**src/rtl/dac_i2c_pkg.sv**
```systemverilog
package dac_i2c_pkg;
  typedef enum logic [2:0] {
    ST_IDLE,
    ST_ADDR,
    ST_CTRL,
    ST_MSB,
    ST_LSB
  } rx_state_t;
endpackage

```
**src/rtl/dac_i2c_linecond.sv**
```systemverilog
module dac_i2c_linecond (
  input  logic clk,
  input  logic rst_n,
  input  logic scl_i,
  input  logic sda_i,
  output logic scl_rise,
  output logic scl_fall,
  output logic start_c,
  output logic stop_c
);
  logic scl_q, sda_q;

  always_ff @(posedge clk or negedge rst_n) begin
    if (!rst_n) begin
      scl_q <= 1'b1;
      sda_q <= 1'b1;
    end else begin
      scl_q <= scl_i;
      sda_q <= sda_i;
    end
  end

  assign scl_rise = scl_i & ~scl_q;
  assign scl_fall = ~scl_i & scl_q;
  assign start_c  = scl_i & scl_q & sda_q & ~sda_i;
  assign stop_c   = scl_i & scl_q & ~sda_q & sda_i;
endmodule

```
**src/rtl/dac_i2c_engine.sv**
```systemverilog
module dac_i2c_engine
  import dac_i2c_pkg::*;
#(
  parameter int          DW          = 8,
  parameter int          SEL_W       = 2,
  parameter logic [6:0]  BCAST_ADDR  = 7'b1001000,
  parameter logic [4:0]  DEV_PREFIX  = 5'b10011
) (
  input  logic             clk,
  input  logic             rst_n,
  input  logic             sda_i,
  input  logic [SEL_W-1:0] sel_i,
  input  logic             scl_rise,
  input  logic             scl_fall,
  input  logic             start_c,
  input  logic             stop_c,
  output logic             sda_pull,
  output logic             upd_v,
  output logic [DW-1:0]    upd_data,
  output logic [DW-1:0]    upd_ctrl
);
  localparam int CNT_W = $clog2(DW + 1);
  localparam logic [CNT_W-1:0] FULL = CNT_W'(DW);

  rx_state_t        st;
  logic [CNT_W-1:0] bitcnt;
  logic             ackph;
  logic [DW-1:0]    shreg;
  logic [SEL_W-1:0] sel_q;
  logic             armed;
  logic             addr_ok;

  assign addr_ok = (shreg[7:1] == {DEV_PREFIX, sel_q}) ||
                   (shreg[7:1] == BCAST_ADDR && !shreg[0]);

  always_ff @(posedge clk or negedge rst_n) begin
    if (!rst_n) begin
      st       <= ST_IDLE;
      bitcnt   <= '0;
      ackph    <= 1'b0;
      sda_pull <= 1'b0;
      shreg    <= '0;
      sel_q    <= '0;
      armed    <= 1'b0;
      upd_v    <= 1'b0;
      upd_data <= '0;
      upd_ctrl <= '0;
    end else begin
      upd_v <= 1'b0;
      if (!armed) begin
        sel_q <= sel_i;
        armed <= 1'b1;
      end
      if (start_c) begin
        st       <= ST_ADDR;
        bitcnt   <= '0;
        ackph    <= 1'b0;
        sda_pull <= 1'b0;
      end else if (stop_c) begin
        st       <= ST_IDLE;
        bitcnt   <= '0;
        ackph    <= 1'b0;
        sda_pull <= 1'b0;
      end else if (st != ST_IDLE) begin
        if (scl_rise && bitcnt != FULL && !ackph) begin
          shreg  <= {shreg[DW-2:0], sda_i};
          bitcnt <= bitcnt + 1'b1;
        end else if (scl_fall && bitcnt == FULL && !ackph) begin
          if (st == ST_ADDR && !addr_ok) begin
            st     <= ST_IDLE;
            bitcnt <= '0;
          end else begin
            ackph    <= 1'b1;
            sda_pull <= 1'b1;
          end
        end else if (scl_fall && ackph) begin
          ackph    <= 1'b0;
          sda_pull <= 1'b0;
          bitcnt   <= '0;
          case (st)
            ST_ADDR: st <= shreg[0] ? ST_IDLE : ST_CTRL;
            ST_CTRL: begin
              upd_ctrl <= shreg;
              st       <= ST_MSB;
            end
            ST_MSB: begin
              upd_data <= shreg;
              st       <= ST_LSB;
            end
            ST_LSB: begin
              upd_v <= 1'b1;
              st    <= ST_MSB;
            end
            default: st <= ST_IDLE;
          endcase
        end
      end
    end
  end
endmodule

```
**src/rtl/dac_i2c_chbank.sv**
```systemverilog
module dac_i2c_chbank #(
  parameter int DW  = 8,
  parameter int NCH = 4
) (
  input  logic              clk,
  input  logic              rst_n,
  input  logic              wr_v,
  input  logic [DW-1:0]     wr_ctrl,
  input  logic [DW-1:0]     wr_data,
  output logic [NCH*DW-1:0] chan
);
  localparam int CS_W = $clog2(NCH);

  for (genvar k = 0; k < NCH; k++) begin : g_ch
    always_ff @(posedge clk or negedge rst_n) begin
      if (!rst_n)
        chan[k*DW +: DW] <= '0;
      else if (wr_v && wr_ctrl[CS_W-1:0] == CS_W'(k))
        chan[k*DW +: DW] <= wr_data;
    end
  end
endmodule

```
**src/rtl/dac_i2c_front.sv**
```systemverilog
module dac_i2c_front #(
  parameter int         DW         = 8,
  parameter int         NCH        = 4,
  parameter int         SEL_W      = 2,
  parameter logic [6:0] BCAST_ADDR = 7'b1001000
) (
  input  logic              clk,
  input  logic              rst_n,
  input  logic              scl_i,
  input  logic              sda_i,
  input  logic [SEL_W-1:0]  sel_i,
  output logic              sda_pull_o,
  output logic              upd_valid_o,
  output logic [DW-1:0]     upd_data_o,
  output logic [DW-1:0]     upd_ctrl_o,
  output logic [NCH*DW-1:0] chan_o
);
  logic scl_rise, scl_fall, start_c, stop_c;

  dac_i2c_linecond u_cond (
    .clk(clk), .rst_n(rst_n), .scl_i(scl_i), .sda_i(sda_i),
    .scl_rise(scl_rise), .scl_fall(scl_fall),
    .start_c(start_c), .stop_c(stop_c)
  );

  dac_i2c_engine #(
    .DW(DW), .SEL_W(SEL_W), .BCAST_ADDR(BCAST_ADDR), .DEV_PREFIX(5'b10011)
  ) u_eng (
    .clk(clk), .rst_n(rst_n), .sda_i(sda_i), .sel_i(sel_i),
    .scl_rise(scl_rise), .scl_fall(scl_fall),
    .start_c(start_c), .stop_c(stop_c),
    .sda_pull(sda_pull_o), .upd_v(upd_valid_o),
    .upd_data(upd_data_o), .upd_ctrl(upd_ctrl_o)
  );

  dac_i2c_chbank #(.DW(DW), .NCH(NCH)) u_bank (
    .clk(clk), .rst_n(rst_n), .wr_v(upd_valid_o),
    .wr_ctrl(upd_ctrl_o), .wr_data(upd_data_o), .chan(chan_o)
  );
endmodule

```
**config.mk**
```make
export PLATFORM = sky130hd
export DESIGN_NAME = dac_i2c_front
export DESIGN_NICKNAME = d
export VERILOG_FILES = /design/src/rtl/dac_i2c_pkg.sv /design/src/rtl/dac_i2c_linecond.sv /design/src/rtl/dac_i2c_engine.sv /design/src/rtl/dac_i2c_chbank.sv /design/src/rtl/dac_i2c_front.sv
export SDC_FILE = /design/constraint.sdc
export NUM_CORES = 1
export LEC_CHECK = 0
export BUFFER_PORTS_ARGS = -buffer_cell sky130_fd_sc_hd__buf_4
export CAP_MARGIN = 20
export CORE_MARGIN = 2
export CORE_UTILIZATION = 30
export DETAILED_ROUTE_END_ITERATION = 8
export PLACE_DENSITY = 0.5
export SYNTH_ARGS = -nofsm -noshare
export SYNTH_HDL_FRONTEND = slang
export SYNTH_SLANG_ARGS = --single-unit
```
**constraint.sdc**
```tcl
create_clock -name clk -period 3.08 [get_ports clk]
set_clock_uncertainty 0.05 [all_clocks]
set_input_delay 0 -clock clk [delete_from_list [all_inputs] [get_ports clk]]
set_output_delay 0 -clock clk [all_outputs]
set_load 0.005 [all_outputs]
```
==> results.json <==
{
  "synthCells": 203,
  "drc_errors": 0,
  "antenna_found_initial": 0,
  "fillers": 968,
  "die_h_um": 103.8,
  "pwr-share-comb": 0.124,
  "synth_cell_types": 44,
  "worstMarginPinSlew_ps": 871.6,
  "cts_resized": 0,
  "final_max_slew_viol_count": 0,
  "grt_max_degree": 71,
  "synth-async-reset-ratio": 1.000,
  "crit_type": "flip-flop to flip-flop",
  "synth.most_common_cell": "dfrtp_1",
  "p_seq_frac": 0.545,
  "place_hpwl_um": 4130,
  "die_w_um": 103.8,
  "clkPwrFrac": 0.330,
  "rsz0062_at_grt": "no",
  "clockRootBuffer": "clkbuf_8",
  "min_period_ps": 2261,
  "netlist.area_leader.share": 0.5695,
  "ir_worst_vdd_mv": 0.2198,
  "syn_area_per_cell_um2": 14.72,
  "critical_path_required_ps": 3250,
  "status": "completed",
  "p_leak_nw": 1.875,
  "ys_ff_latch": 70,
  "cp_max_fo": 11,
  "grt_pass1_vias": 1845,
  "port_buffers": 55,
  "syn-num-nets": 211,
  "cp.arrival_ps": 2430,
  "syn_to_final_growth_pct": 25.42,
  "max-cap-violations": 0,
  "setup_tns_ps": 0,
  "h-tree-depth": 3,
  "cts_buffers": 9,
  "cts.sinks": 70,
  "clk_latency_ps": 340,
  "layout-drive-gt1-share": 0.5418,
  "final_nets": 278,
  "gp_congestion": 0.7439,
  "swShare": 0.2712,
  "netlist_area_um2": 2988,
  "synthFlopType": "dfrtp_1",
  "hold_violations": 0,
  "endpoint_kind": "flip-flop",
  "firstDrtPassIters": 4,
  "power_density_nw_per_um2": 518.7,
  "num_antenna_cells": 0,
  "setup_violations": 0,
  "drt-wirelength-per-cell_um": 14.70,
  "path_clk_slew_ps": 70,
  "min_period_over_period": 0.7340,
  "postRouteAntennaNets": 0,
  "initial_utilization": 0.3071,
  "cellInternalPower_w": 0.001417,
  "post_cts_buffers": 0,
  "cts_tree": "yes",
  "grt_util_all_layers": 0.1180,
  "fin_hold_ws_ps": 283.6,
  "dr_total_vias": 1816,
  "start_kind": "flip-flop",
  "drt_wl_total_um": 5999,
  "yosysWarnings": 0,
  "vias_per_cell": 4.451,
  "min_path_type": "input pin to async pin",
  "max_freq_mhz": 442.3,
  "synth.area.top_cells": "dfrtp_1 57%, mux2_2 21%, dfstp_2 1.8%",
  "ys_seq_area_frac": 0.5871,
  "synth_area_leader_cell": "dfrtp_1",
  "switchingPower_w": 0.0005270,
  "synth_edf_count": 0,
  "startpoint": "u_eng.bitcnt[0]",
  "slew_headroom": 0.4189,
  "io_pins": 56,
  "row_count": 36,
  "holdBufCountCts": 5,
  "die_area_um2": 10770,
  "cts.path.max_buffers": 2,
  "grt-ovfl-total": 0,
  "first_iter_violations": 72,
  "grt_pass1_wl_um": 9922,
  "r2r-start": "u_eng.bitcnt[0]",
  "synth_commonest_cells": "68 x dfrtp_1, 56 x mux2_2, 6 x nand2_1",
  "core_um2": 9729
}
[per-layer routing]
| metal | routed length [um] | global-route usage | up-vias |
|---|---|---|---|
| li1 | - | - | 867 |
| met1 | 2912 | 0.1557 | 897 |
| met2 | 2708 | 0.1802 | 44 |
| met3 | 302 | 0.04216 | 8 |
| met4 | 76 | 0.04054 | 0 |
| met5 | 0 | 0 | - |
[metrics by stage]
stage / area, um2 / setup slack, ps / total power, W / std cells / utilization
global route: 3747 / 606.4 / 0.002050 / 408 / 0.3852
global placement: 3530 / 859.9 / 0.001313 / 387 / 0.3628
floorplan: 2988 / 1283 / 0.001235 / 203 / -
detailed placement: 3530 / 826.8 / 0.001318 / 387 / 0.3628
finish: 3747 / 819.3 / 0.001944 / 408 / 0.3852
CTS: 3747 / 782.6 / 0.001978 / 408 / 0.3852
[worst max-delay path, cell delays in order (launching register included)]
cell	delay, ps
dfrtp_1	400
inv_1	60
ha_1	200
nand3b_1	200
nand4_1	140
nor2_1	680
mux2_2	410
[cells in the final DEF, fill, tap and decap left out, drive strengths merged, types with 2 or more instances in the layout]
cell type | Yosys | final
nand2 | 9 | 9
buf | 4 | 55
clkinv | 0 | 3
dlygate4sd3 | 0 | 5
a21oi | 5 | 5
inv | 5 | 5
nor2 | 5 | 5
ha | 2 | 2
nand3 | 4 | 4
nor3 | 3 | 3
nor3b | 3 | 3
mux2 | 60 | 60
dfstp | 2 | 2
o21ai | 3 | 3
a22o | 3 | 3
mux2i | 2 | 2
a21bo | 2 | 2
clkbuf | 0 | 12
dfrtp | 68 | 68
nand3b | 4 | 4
[flip-flops by register name, indices dropped and copies added (netlist names), 2 cells and up]
register / flops
u_eng.upd_data: 8
u_bank.chan: 32
u_eng.sel_q: 2
u_eng.bitcnt: 4
u_eng.st: 3
u_eng.upd_ctrl: 8
u_eng.shreg: 8
[power by group through the flow]
stage          combinational [W]  sequential [W]  clock, W
2_1_floorplan           0.000194         0.00104         0
3_3_place_gp            0.000241         0.00107         0
3_5_place_dp            0.000243         0.00107         0
4_1_cts                 0.000250         0.00106  0.000670
5_1_grt                 0.000270         0.00107  0.000709
6_report                0.000242         0.00106  0.000642
[worst paths after layout]
| kind | endpoint | slack (ps) | cells after the start |
|---|---|---|---|
| min in group clk | u_cond.sda_q | 320 | 2 |
| worst max register to register | u_eng.shreg[2] | 820 | 6 |
| max in group asynchronous | u_eng.st[0] | 2130 | 2 |
| worst min register to register | u_eng.upd_ctrl[3] | 450 | 1 |
| worst max-delay path | u_eng.shreg[2] | 820 | 6 |
| worst min-delay path | u_bank.chan[19] | 280 | 2 |
[cells by family (layout without fill, tap and decap cells)]
logic type	after synthesis	count (layout)	share of synthesized area
xor gates and xnor gates	2	2	0.008377
muxes	62	62	0.2366
and+or+nand+nor	37	37	0.08083
AOI/OAI and AO/OA	20	20	0.05863
buffers and inverters	9	81	0.01884
other	1	1	0.001255
adders and majority gates	2	2	0.008374
DFF	70	70	0.5871
[area by class of cell]
class / count / area [um2] / area share
clock buffers: 12 / 145.1 / 0.03873
clock inverters: 4 / 22.52 / 0.006010
flip-flops and latches: 70 / 1754 / 0.4681
repair buffers: 60 / 462.9 / 0.1235
inverters: 5 / 18.77 / 0.005008
multi-input cells: 124 / 1177 / 0.3142
well taps: 133 / 166.4 / 0.04441
No activity file was read; power rests on OpenSTA's default activity.
